## src/rtl/necc_pkg.sv

```systemverilog
package necc_pkg;
  typedef enum logic [1:0] {
    ST_CLEAN  = 2'b00,
    ST_FIXED  = 2'b01,
    ST_UNCORR = 2'b10,
    ST_ECCERR = 2'b11
  } chunk_stat_e;

  typedef enum logic [1:0] {
    PH_IDLE,
    PH_DATA,
    PH_DIG,
    PH_SPARE
  } phase_e;

  localparam int DIG_BYTES = 6;
  localparam int CODE_W    = 24;
endpackage

```

## src/rtl/necc_half_acc.sv

```systemverilog
module necc_half_acc #(
  parameter int AW = 8
) (
  input  logic              clk,
  input  logic              rst,
  input  logic              en,
  input  logic [AW-1:0]     ofs,
  input  logic [7:0]        din,
  output logic [23:0]       code
);
  logic [7:0]    colp, colp_n;
  logic [AW-1:0] lp0, lp1, lp0_n, lp1_n;
  logic          rp;
  logic          fresh;

  // Offset zero restarts the half, so no separate clear is needed.
  always_comb begin
    fresh  = (ofs == '0);
    rp     = ^din;
    colp_n = (fresh ? 8'h00 : colp) ^ din;
    for (int k = 0; k < AW; k++) begin
      lp1_n[k] = (fresh ? 1'b0 : lp1[k]) ^ (rp & ofs[k]);
      lp0_n[k] = (fresh ? 1'b0 : lp0[k]) ^ (rp & ~ofs[k]);
    end
  end

  always_ff @(posedge clk) begin
    if (rst) begin
      colp <= '0;
      lp0  <= '0;
      lp1  <= '0;
    end else if (en) begin
      colp <= colp_n;
      lp0  <= lp0_n;
      lp1  <= lp1_n;
    end
  end

  always_comb begin
    code = '1;
    code[AW-1:0]  = lp0;
    code[8 +: AW] = lp1;
    for (int j = 0; j < 3; j++) begin
      code[21+j] = 1'b0;
      code[18+j] = 1'b0;
      for (int i = 0; i < 8; i++) begin
        if (((i >> j) & 1) == 1) code[21+j] = code[21+j] ^ colp[i];
        else                     code[18+j] = code[18+j] ^ colp[i];
      end
    end
  end
endmodule

```

## src/rtl/necc_synd.sv

```systemverilog
module necc_synd
  import necc_pkg::*;
#(
  parameter int AW = 8
) (
  input  logic [23:0]   calc,
  input  logic [23:0]   recv,
  output chunk_stat_e   kind,
  output logic [AW-1:0] bofs,
  output logic [2:0]    bpos
);
  logic [23:0] s;
  logic        pairs_ok;

  always_comb begin
    s = calc ^ recv;
    s[17:16] = 2'b00;
    for (int i = AW; i < 8; i++) begin
      s[i]   = 1'b0;
      s[8+i] = 1'b0;
    end
    pairs_ok = 1'b1;
    for (int k = 0; k < AW; k++)
      if (s[k] == s[8+k]) pairs_ok = 1'b0;
    for (int j = 0; j < 3; j++)
      if (s[18+j] == s[21+j]) pairs_ok = 1'b0;
    if (s == '0)                kind = ST_CLEAN;
    else if ($countones(s) == 1) kind = ST_ECCERR;
    else if (pairs_ok)          kind = ST_FIXED;
    else                        kind = ST_UNCORR;
    bofs = s[8 +: AW];
    bpos = s[23:21];
  end
endmodule

```

## src/rtl/necc_page_gen.sv

```systemverilog
module necc_page_gen
  import necc_pkg::*;
#(
  parameter int CHUNK_BYTES = 512,
  parameter int MAX_CHUNKS  = 4,
  parameter int SPW         = 8,
  localparam int HALF  = CHUNK_BYTES / 2,
  localparam int AW    = $clog2(HALF),
  localparam int NHALF = 2 * MAX_CHUNKS,
  localparam int HW    = $clog2(NHALF),
  localparam int CW    = $clog2(MAX_CHUNKS),
  localparam int CFGW  = CW + 1,
  localparam int POSW  = AW + 4
) (
  input  logic            clk,
  input  logic            rst,
  input  logic            sop,
  input  logic            cfg_check,
  input  logic [CFGW-1:0] cfg_chunks,
  input  logic [SPW-1:0]  cfg_spare,
  input  logic            in_valid,
  input  logic [7:0]      in_data,
  output logic            in_ready,
  output logic            out_valid,
  output logic [7:0]      out_data,
  output logic            out_last,
  input  logic            out_ready,
  output logic            cfg_err,
  output logic            stat_valid,
  output logic [CW-1:0]   stat_chunk,
  output logic [1:0]      stat_code,
  output logic [POSW-1:0] stat_pos
);
  phase_e          phase;
  logic            chk_q;
  logic [CFGW-1:0] nch_q;
  logic [SPW-1:0]  nsp_q;
  logic [AW-1:0]   bcnt;
  logic [HW:0]     hcnt;
  logic [2:0]      dig_byte;
  logic [CW-1:0]   dig_chunk;
  logic [SPW-1:0]  spcnt;
  logic            half_done;
  logic [HW-1:0]   done_idx;
  logic [47:0]     recv48;
  logic            eval_pend;
  logic [CW-1:0]   eval_chunk;
  logic [23:0]     dig_mem [NHALF];

  logic            legal, can_load, fire, data_fire;
  logic [HW:0]     last_half;
  logic            last_chunk, dig_hi;
  logic [1:0]      bsel;
  logic [23:0]     acc_code, dig_word;
  logic [7:0]      dig_out;

  always_comb begin
    legal = (cfg_chunks != '0) && ((cfg_chunks & (cfg_chunks - 1'b1)) == '0)
            && (cfg_chunks <= CFGW'(MAX_CHUNKS));
    can_load   = !out_valid || out_ready;
    last_half  = {nch_q, 1'b0} - (HW+1)'(1);
    last_chunk = (dig_chunk == CW'(nch_q - 1'b1));
    dig_hi     = (dig_byte >= 3'd3);
    bsel       = dig_hi ? 2'(dig_byte - 3'd3) : dig_byte[1:0];
    dig_word   = dig_mem[{dig_chunk, dig_hi}];
    dig_out    = dig_word[{bsel, 3'b000} +: 8];
    case (phase)
      PH_DATA, PH_SPARE: in_ready = chk_q ? 1'b1 : can_load;
      PH_DIG:            in_ready = chk_q;
      default:           in_ready = 1'b0;
    endcase
    fire      = in_valid && in_ready;
    data_fire = fire && (phase == PH_DATA);
  end

  necc_half_acc #(.AW(AW)) u_acc (
    .clk(clk), .rst(rst), .en(data_fire), .ofs(bcnt), .din(in_data), .code(acc_code)
  );

  // Digest store: written once per half, no reset, so it can map to RAM.
  always_ff @(posedge clk) begin
    if (half_done) dig_mem[done_idx] <= acc_code;
  end

  chunk_stat_e   k0, k1, kc;
  logic [AW-1:0] o0, o1;
  logic [2:0]    p0, p1;
  logic [POSW-1:0] pc;

  necc_synd #(.AW(AW)) u_syn0 (
    .calc(dig_mem[{eval_chunk, 1'b0}]), .recv(recv48[23:0]), .kind(k0), .bofs(o0), .bpos(p0)
  );
  necc_synd #(.AW(AW)) u_syn1 (
    .calc(dig_mem[{eval_chunk, 1'b1}]), .recv(recv48[47:24]), .kind(k1), .bofs(o1), .bpos(p1)
  );

  always_comb begin
    pc = '0;
    if (k0 == ST_UNCORR || k1 == ST_UNCORR)      kc = ST_UNCORR;
    else if (k0 != ST_CLEAN && k1 != ST_CLEAN)   kc = ST_UNCORR;
    else if (k0 != ST_CLEAN) begin
      kc = k0;
      if (k0 == ST_FIXED) pc = {1'b0, o0, p0};
    end else if (k1 != ST_CLEAN) begin
      kc = k1;
      if (k1 == ST_FIXED) pc = {1'b1, o1, p1};
    end else                                     kc = ST_CLEAN;
  end

  always_ff @(posedge clk) begin
    if (rst) begin
      phase <= PH_IDLE;  chk_q <= 1'b0;  nch_q <= '0;  nsp_q <= '0;
      bcnt <= '0;  hcnt <= '0;  dig_byte <= '0;  dig_chunk <= '0;  spcnt <= '0;
      half_done <= 1'b0;  done_idx <= '0;  recv48 <= '0;
      eval_pend <= 1'b0;  eval_chunk <= '0;
      out_valid <= 1'b0;  out_data <= '0;  out_last <= 1'b0;  cfg_err <= 1'b0;
      stat_valid <= 1'b0;  stat_chunk <= '0;  stat_code <= '0;  stat_pos <= '0;
    end else begin
      half_done  <= 1'b0;
      eval_pend  <= 1'b0;
      stat_valid <= 1'b0;
      if (out_valid && out_ready) out_valid <= 1'b0;
      case (phase)
        PH_IDLE: if (sop) begin
          if (legal) begin
            phase <= PH_DATA;  chk_q <= cfg_check;  nch_q <= cfg_chunks;
            nsp_q <= cfg_spare;  bcnt <= '0;  hcnt <= '0;  dig_byte <= '0;
            dig_chunk <= '0;  spcnt <= '0;  cfg_err <= 1'b0;
          end else cfg_err <= 1'b1;
        end
        PH_DATA: if (fire) begin
          if (!chk_q) begin
            out_valid <= 1'b1;  out_data <= in_data;  out_last <= 1'b0;
          end
          bcnt <= bcnt + 1'b1;
          if (bcnt == AW'(HALF - 1)) begin
            half_done <= 1'b1;
            done_idx  <= hcnt[HW-1:0];
            hcnt      <= hcnt + 1'b1;
            if (hcnt == last_half) phase <= PH_DIG;
          end
        end
        PH_DIG: if (chk_q ? fire : can_load) begin
          if (chk_q) begin
            recv48[{dig_byte, 3'b000} +: 8] <= in_data;
            if (dig_byte == 3'd5) begin
              eval_pend  <= 1'b1;
              eval_chunk <= dig_chunk;
            end
          end else begin
            out_valid <= 1'b1;
            out_data  <= dig_out;
            out_last  <= last_chunk && (dig_byte == 3'd5) && (nsp_q == '0);
          end
          if (dig_byte == 3'd5) begin
            dig_byte  <= '0;
            dig_chunk <= dig_chunk + 1'b1;
            if (last_chunk) phase <= (nsp_q == '0) ? PH_IDLE : PH_SPARE;
          end else dig_byte <= dig_byte + 1'b1;
        end
        PH_SPARE: if (fire) begin
          if (!chk_q) begin
            out_valid <= 1'b1;  out_data <= in_data;
            out_last  <= (spcnt == nsp_q - 1'b1);
          end
          spcnt <= spcnt + 1'b1;
          if (spcnt == nsp_q - 1'b1) phase <= PH_IDLE;
        end
        default: phase <= PH_IDLE;
      endcase
      if (eval_pend) begin
        stat_valid <= 1'b1;
        stat_chunk <= eval_chunk;
        stat_code  <= kc;
        stat_pos   <= pc;
      end
    end
  end

  AST_BAD_CFG_REJECT: assert property (@(posedge clk) disable iff (rst)
    (phase == PH_IDLE && sop && !legal) |=> (cfg_err && !in_ready));
  AST_OUT_HOLD: assert property (@(posedge clk) disable iff (rst)
    (out_valid && !out_ready) |=> (out_valid && $stable(out_data) && $stable(out_last)));
  AST_DIG_NO_INPUT: assert property (@(posedge clk) disable iff (rst)
    (phase == PH_DIG && !chk_q) |-> !in_ready);
  AST_CHECK_SILENT: assert property (@(posedge clk) disable iff (rst)
    (chk_q && phase != PH_IDLE) |=> !$rose(out_valid));
  AST_STAT_SPACED: assert property (@(posedge clk) disable iff (rst)
    stat_valid |=> !stat_valid);
  AST_POS_ONLY_FIXED: assert property (@(posedge clk) disable iff (rst)
    (stat_valid && stat_code != 2'b01) |-> (stat_pos == '0));
endmodule

```

## config.mk

```make
export PLATFORM = sky130hd
export DESIGN_NAME = necc_page_gen
export DESIGN_NICKNAME = d
export VERILOG_FILES = /design/src/rtl/necc_pkg.sv /design/src/rtl/necc_half_acc.sv /design/src/rtl/necc_synd.sv /design/src/rtl/necc_page_gen.sv
export SDC_FILE = /design/constraint.sdc
export NUM_CORES = 1
export LEC_CHECK = 0
export ABC_AREA = 0
export BUFFER_PORTS_ARGS = -buffer_cell sky130_fd_sc_hd__buf_4
export CAP_MARGIN = 20
export CORE_MARGIN = 10
export CORE_UTILIZATION = 30
export CTS_BUF_LIST = sky130_fd_sc_hd__clkbuf_16
export CTS_CLUSTER_SIZE = 20
export DETAILED_ROUTE_END_ITERATION = 10
export MAX_ROUTING_LAYER = met4
export PLACE_DENSITY = 0.47
export SYNTH_ARGS = -nofsm -noshare
export SYNTH_HDL_FRONTEND = slang
export SYNTH_HIERARCHICAL = 1
export SYNTH_SLANG_ARGS = --single-unit
```

## constraint.sdc

```tcl
create_clock -name clk -period 7.2 [get_ports clk]
set_input_delay 0.36 -clock clk [delete_from_list [all_inputs] [get_ports clk]]
set_output_delay 0.36 -clock clk [all_outputs]
set_load 0.05 [all_outputs]
```

Word level (Yosys, flattened, before mapping). Memory sizes are Yosys's and may differ from the RTL's. A register that Yosys moved wholly into a read port is not among the register bits. Index checks and enable logic that the tools add are counted.

Add/sub/neg operators: 53. Reductions and logical operators: 42. Bitwise operators: 66. Mux-type cells: 120. Magnitude comparators: 2. Eq/ne operators: 51. Shift operators: 3.

Operator list (count): $add A32 B32 Y32 (20); $mux W8 (9); $eq A32 B2 Y1 const B (2); $mux W12 (5); $mux W1 (56); $mux W2 (26); $bwmux W48 (1); $pmux W8 S2 (3); $shift A8 B8 Y48 const A (1); $shiftx A8 B8 Y48 (1); $xor A24 B24 Y24 (2); $add A1 B1 Y2 (22); $logic_not A22 Y1 (2); $xor A1 B1 Y1 (33); $mux W3 (8); $ne A2 B2 Y1 const B (12); $shiftx A24 B6 Y8 (1); $eq A1 B1 Y1 (22); $add A8 B1 Y8 const B (2); $and A1 B1 Y1 (16); $logic_not A8 Y1 (2); $mux W4 (4); $reduce_and A4 Y1 (4); $reduce_and A5 Y1 (3); 44 further kinds (80).

Memories: 1. Output and inout bits: 29. Bits of input ports: 25. Logic and storage cells: 363. Bits in registers: 146. RAM bits: 176.

Memories: dig_mem (words 8, width 22, rd ports 3, clocked after Yosys merged registers in 2, wr ports 1, line necc_page_gen.sv:48) `logic [23:0] dig_mem [NHALF];`.

Depth between registers and ports, before layout.
Word-level depth: 22. Mapped depth: 27. Mapped depth without buffers: 24.

Cells and area by module. The synthesis kept the hierarchy.

Modules (own cells, without submodules): necc_page_gen (instances 1, cells each 1144, seq. area each 8247.9 µm², area each 14148.6 µm²); necc_half_acc (instances 1, cells each 168, seq. area each 480.5 µm², area each 1372.6 µm²); necc_synd (u_syn0) (instances 1, cells each 103, seq. area each 0.0 µm², area each 1028.5 µm²); necc_synd (u_syn1) (instances 1, cells each 108, seq. area each 0.0 µm², area each 1012.2 µm²).

Worst setup path before layout. No wires, ideal clock.

Path kind: flip-flop to flip-flop. Start: register (tool-made name). End: register stat_pos[2]. Clock period less this slack: 7093 ps. Arrival: 7028 ps. Buffers on the path: 2. Cell stages (with the launch flop): 25. Setup slack: 107 ps. Required time: 7135 ps. Library setup time: 65 ps. Cells stage by stage: dfxtp_1 > buf_1 > mux4_2 > xnor2_1 > fa_1 > fa_1 > fa_1 > fa_1 > inv_1 > fa_1 > inv_1 > fa_1 > inv_1 > fa_1 > or4_1 > nor2_1 > o21ai_0 > a21oi_1 > nand2b_1 > nor3_1 > clkbuf_1 > a22oi_1 > nor2_1 > a21oi_1 > nor2_1.

RTL lines: end signal: assignment (line necc_page_gen.sv:175) `stat_pos <= pc;`; end: declaration (line necc_page_gen.sv:32) `output logic [POSW-1:0] stat_pos`.

==> run_results.csv <==
group,metric,value,unit
floorplanning,core-area,57480,sq um
sta,setup_slack,0.4030,ns
pwr,p_per_area,238.5,nW/um^2
status,outcome,"finished clean",
global_routing,grt_pass1_vias,12480,
sta,post-route-period-util,94.40,%
detailed_routing,route.detailed.drc,0,
final_layout,final_nets,1681,
floorplanning,die_y,260.4,um
pwr,pwr-share-comb,9.5,%
setup_path,endpoint_kind,"flip-flop",
setup_path,crit_path_max_fanout,8,
pwr,p_sw_share,25.46,%
sta,worst_pin_slew,1.101,ns
logic_synthesis,yosysWarnings,6,
final_layout,diodes,0,
cts,cts_buffers,42,
cts,cts.htree.levels,2,
hold_path,min-delay-start,"cfg_spare[3]",
hold_path,hold_end,"nsp_q[3]",
cts,cts.sinks,336,
detailed_routing,antenna_left,0,
setup_path,r2r_end,"stat_pos[0]",
final_layout,syn_to_final_growth,18.04,%
global_routing,antenna_found_initial,0,
detailed_routing,viasPerCell,5.053,
global_routing,gr-usage-all-layers,16.28,%
place,place.port_buffers,53,
hold_path,whs_path_depth,3,
setup_path,required,7.71,ns
pwr,p_int,3.638,mW
floorplanning,row_count,88,
pwr,switchingPower,1.243,mW
cts,clock_path_buffers,3,
detailed_routing,drt_first_pass_iters,5,
sta,period_minus_slack,6.797,ns
detailed_routing,wl_per_cell,22.46,um
sta,drv_slew,0,
pwr,pwr-share-clk,46.8,%
place,dpl-instance-area,18830,sq um
setup_path,r2r_setup_slack,0.40,ns
cts,cts_tree,"built",
setup_path,reg2reg_depth,26,
logic_synthesis,syn_inst,1505,
global_routing,grt_pass1_wl,80040,um
pwr,ir_drop,172.4,uV
floorplanning,io_pins,54,
detailed_routing,vias,12100,
setup_path,critPathKind,"flip-flop to flip-flop",
setup_path,cp-start-kind,"flip-flop",
sta,hold_ws,0.02478,ns
run,maxCapViolations,0,
logic_synthesis,syn_avg_cell_area,11.52,sq um
sta,clock_skew,0.02950,ns
floorplanning,dieWidth,260.4,um
sta,hold_viol,0,
sta,relSlewSlack,26.19,%
place,globalplace.congestion,0.8916,
cts,clkTransAtPathRegs,0.06,ns
detailed_routing,drt-total-wl,53760,um
final_layout,fill_cells,5645,
place,dp_hpwl,37230,um
cts,cts-root-buf,"clkbuf_16",
final_layout,drive_above_1_share,19.52,%
global_routing,overflow,0,
logic_synthesis,syn_area,17340,sq um
sta,setup_violations,0,
pwr,pwr-share-seq,43.7,%
final_layout,fin_util,35.61,%
detailed_routing,drt_iter0_markers,839,
floorplanning,start_util,30.17,%
final_layout,fin_area,20470,sq um
cts,clock_latency,0.59,ns
place,dp_slack,0.03210,ns
global_routing,grt_max_degree,66,
setup_path,worst-endpoint-arrival,7.31,ns
floorplanning,die_area,67820,sq um
hold_path,hold_path_class,"input pin to flip-flop",
pwr,p_leak,7.055,nW
sta,fmax,147.1,MHz
-- final cells by class --
cell class	count	area, sq um	share of cell area, %
clock buffers	42	1051	5.134
flip-flops and latches	336	8655	42.28
inverters	77	289.0	1.412
repair buffers	125	978.4	4.780
well taps	765	957.2	4.676
clock inverters	36	451.7	2.207
multi-input cells	1013	8088	39.51
-- metrics by stage --
stage / std cells / TNS (ns) / power (mW)
2_1_floorplan: 1506 / 0 / 2.475
3_3_place_gp: 2307 / -1.084 / 2.631
3_5_place_dp: 2308 / 0 / 2.634
4_1_cts: 2392 / 0 / 4.933
5_1_grt: 2394 / -0.02246 / 5.056
6_report: 2394 / 0 / 4.881
-- how the worst max path moves through the flow --
stage | startpoint | end | slack (ns) | cells after the start
after CTS | flip-flop | stat_pos[7] | 0.008 | 23
after floorplan | flip-flop | stat_pos[2] | 0.11 | 24
after detailed placement | flip-flop | stat_pos[7] | 0.03 | 23
final | flip-flop | stat_pos[0] | 0.40 | 26
after global placement | flip-flop | stat_pos[8] | -0.11 | 25
after global routing | flip-flop | stat_pos[5] | -0.02 | 23
-- power groups by stage --
stage          registers, mW  logic [mW]  clock network [mW]
6_report                2.13       0.462                2.29
5_1_grt                 2.14       0.506                2.41
2_1_floorplan           2.19       0.288                   0
3_3_place_gp            2.17       0.456                   0
3_5_place_dp            2.17       0.459                   0
4_1_cts                 2.13       0.464                2.34
-- worst max-delay path: stages (launching register included) --
cell,delay [ns]
dfxtp_4,0.42
buf_4,0.18
mux4_2,0.54
xnor2_2,0.17
inv_1,0.09
fa_1,0.50
inv_1,0.05
fa_1,0.47
fa_1,0.49
fa_1,0.52
inv_1,0.06
fa_1,0.49
inv_1,0.05
fa_1,0.37
inv_1,0.09
fa_1,0.41
or4_1,0.50
nor2_1,0.09
o21ai_0,0.11
a21oi_1,0.21
nand2b_1,0.14
nor3_4,0.20
buf_4,0.18
a22oi_1,0.08
nor2_1,0.14
a21oi_1,0.05
nor2_1,0.09
-- cells in the final DEF, fill, tap and decap left out, types with 5 or more instances in the layout --
cell	n
edfxtp_1	192
dlygate4sd3_1	6
fa_1	30
nand2_1	185
dfxtp_1	141
mux4_2	61
o21ai_1	6
a221oi_1	5
nor2_2	7
mux2i_1	46
nor2b_1	5
clkbuf_16	42
nand2b_1	11
xnor2_1	59
nor3_1	13
o2111ai_1	15
nand3_1	61
a21oi_1	79
xor2_1	47
and4bb_1	5
a22oi_1	21
buf_4	116
inv_1	78
nand4_1	37
xnor2_2	15
clkinv_2	8
o21ai_0	13
ha_1	31
a31o_1	14
o211ai_1	15
nor2_1	132
clkinv_1	9
bufinv_16	9
-- routing by layer --
layer | up-vias | GRT usage (%) | wire, um
met3 | 81 | 2.965 | 2893
met2 | 331 | 26.42 | 25550
met4 | 0 | 4.715 | 1457
met1 | 6070 | 20.51 | 23860
li1 | 5616 | - | -
met5 | - | - | 0
-- flip-flops by register name, indices dropped and copies added, names as in the netlist, 4 cells and up, named ones only --
register	count
u_acc/lp0	8
u_acc/lp1	8
u_acc/colp	8
spcnt	8
dig_mem	192
bcnt	8
out_data	8
stat_pos	12
hcnt	4
nsp_q	8
recv48	44
-- what timing repair did --
action	CTS	global route
hold endpoints to repair	6	0
setup buffers	0	1
setup endpoints to repair	0	12
hold buffers	6	0
gates resized for setup	0	11
No activity file was read; power rests on OpenSTA's default activity.
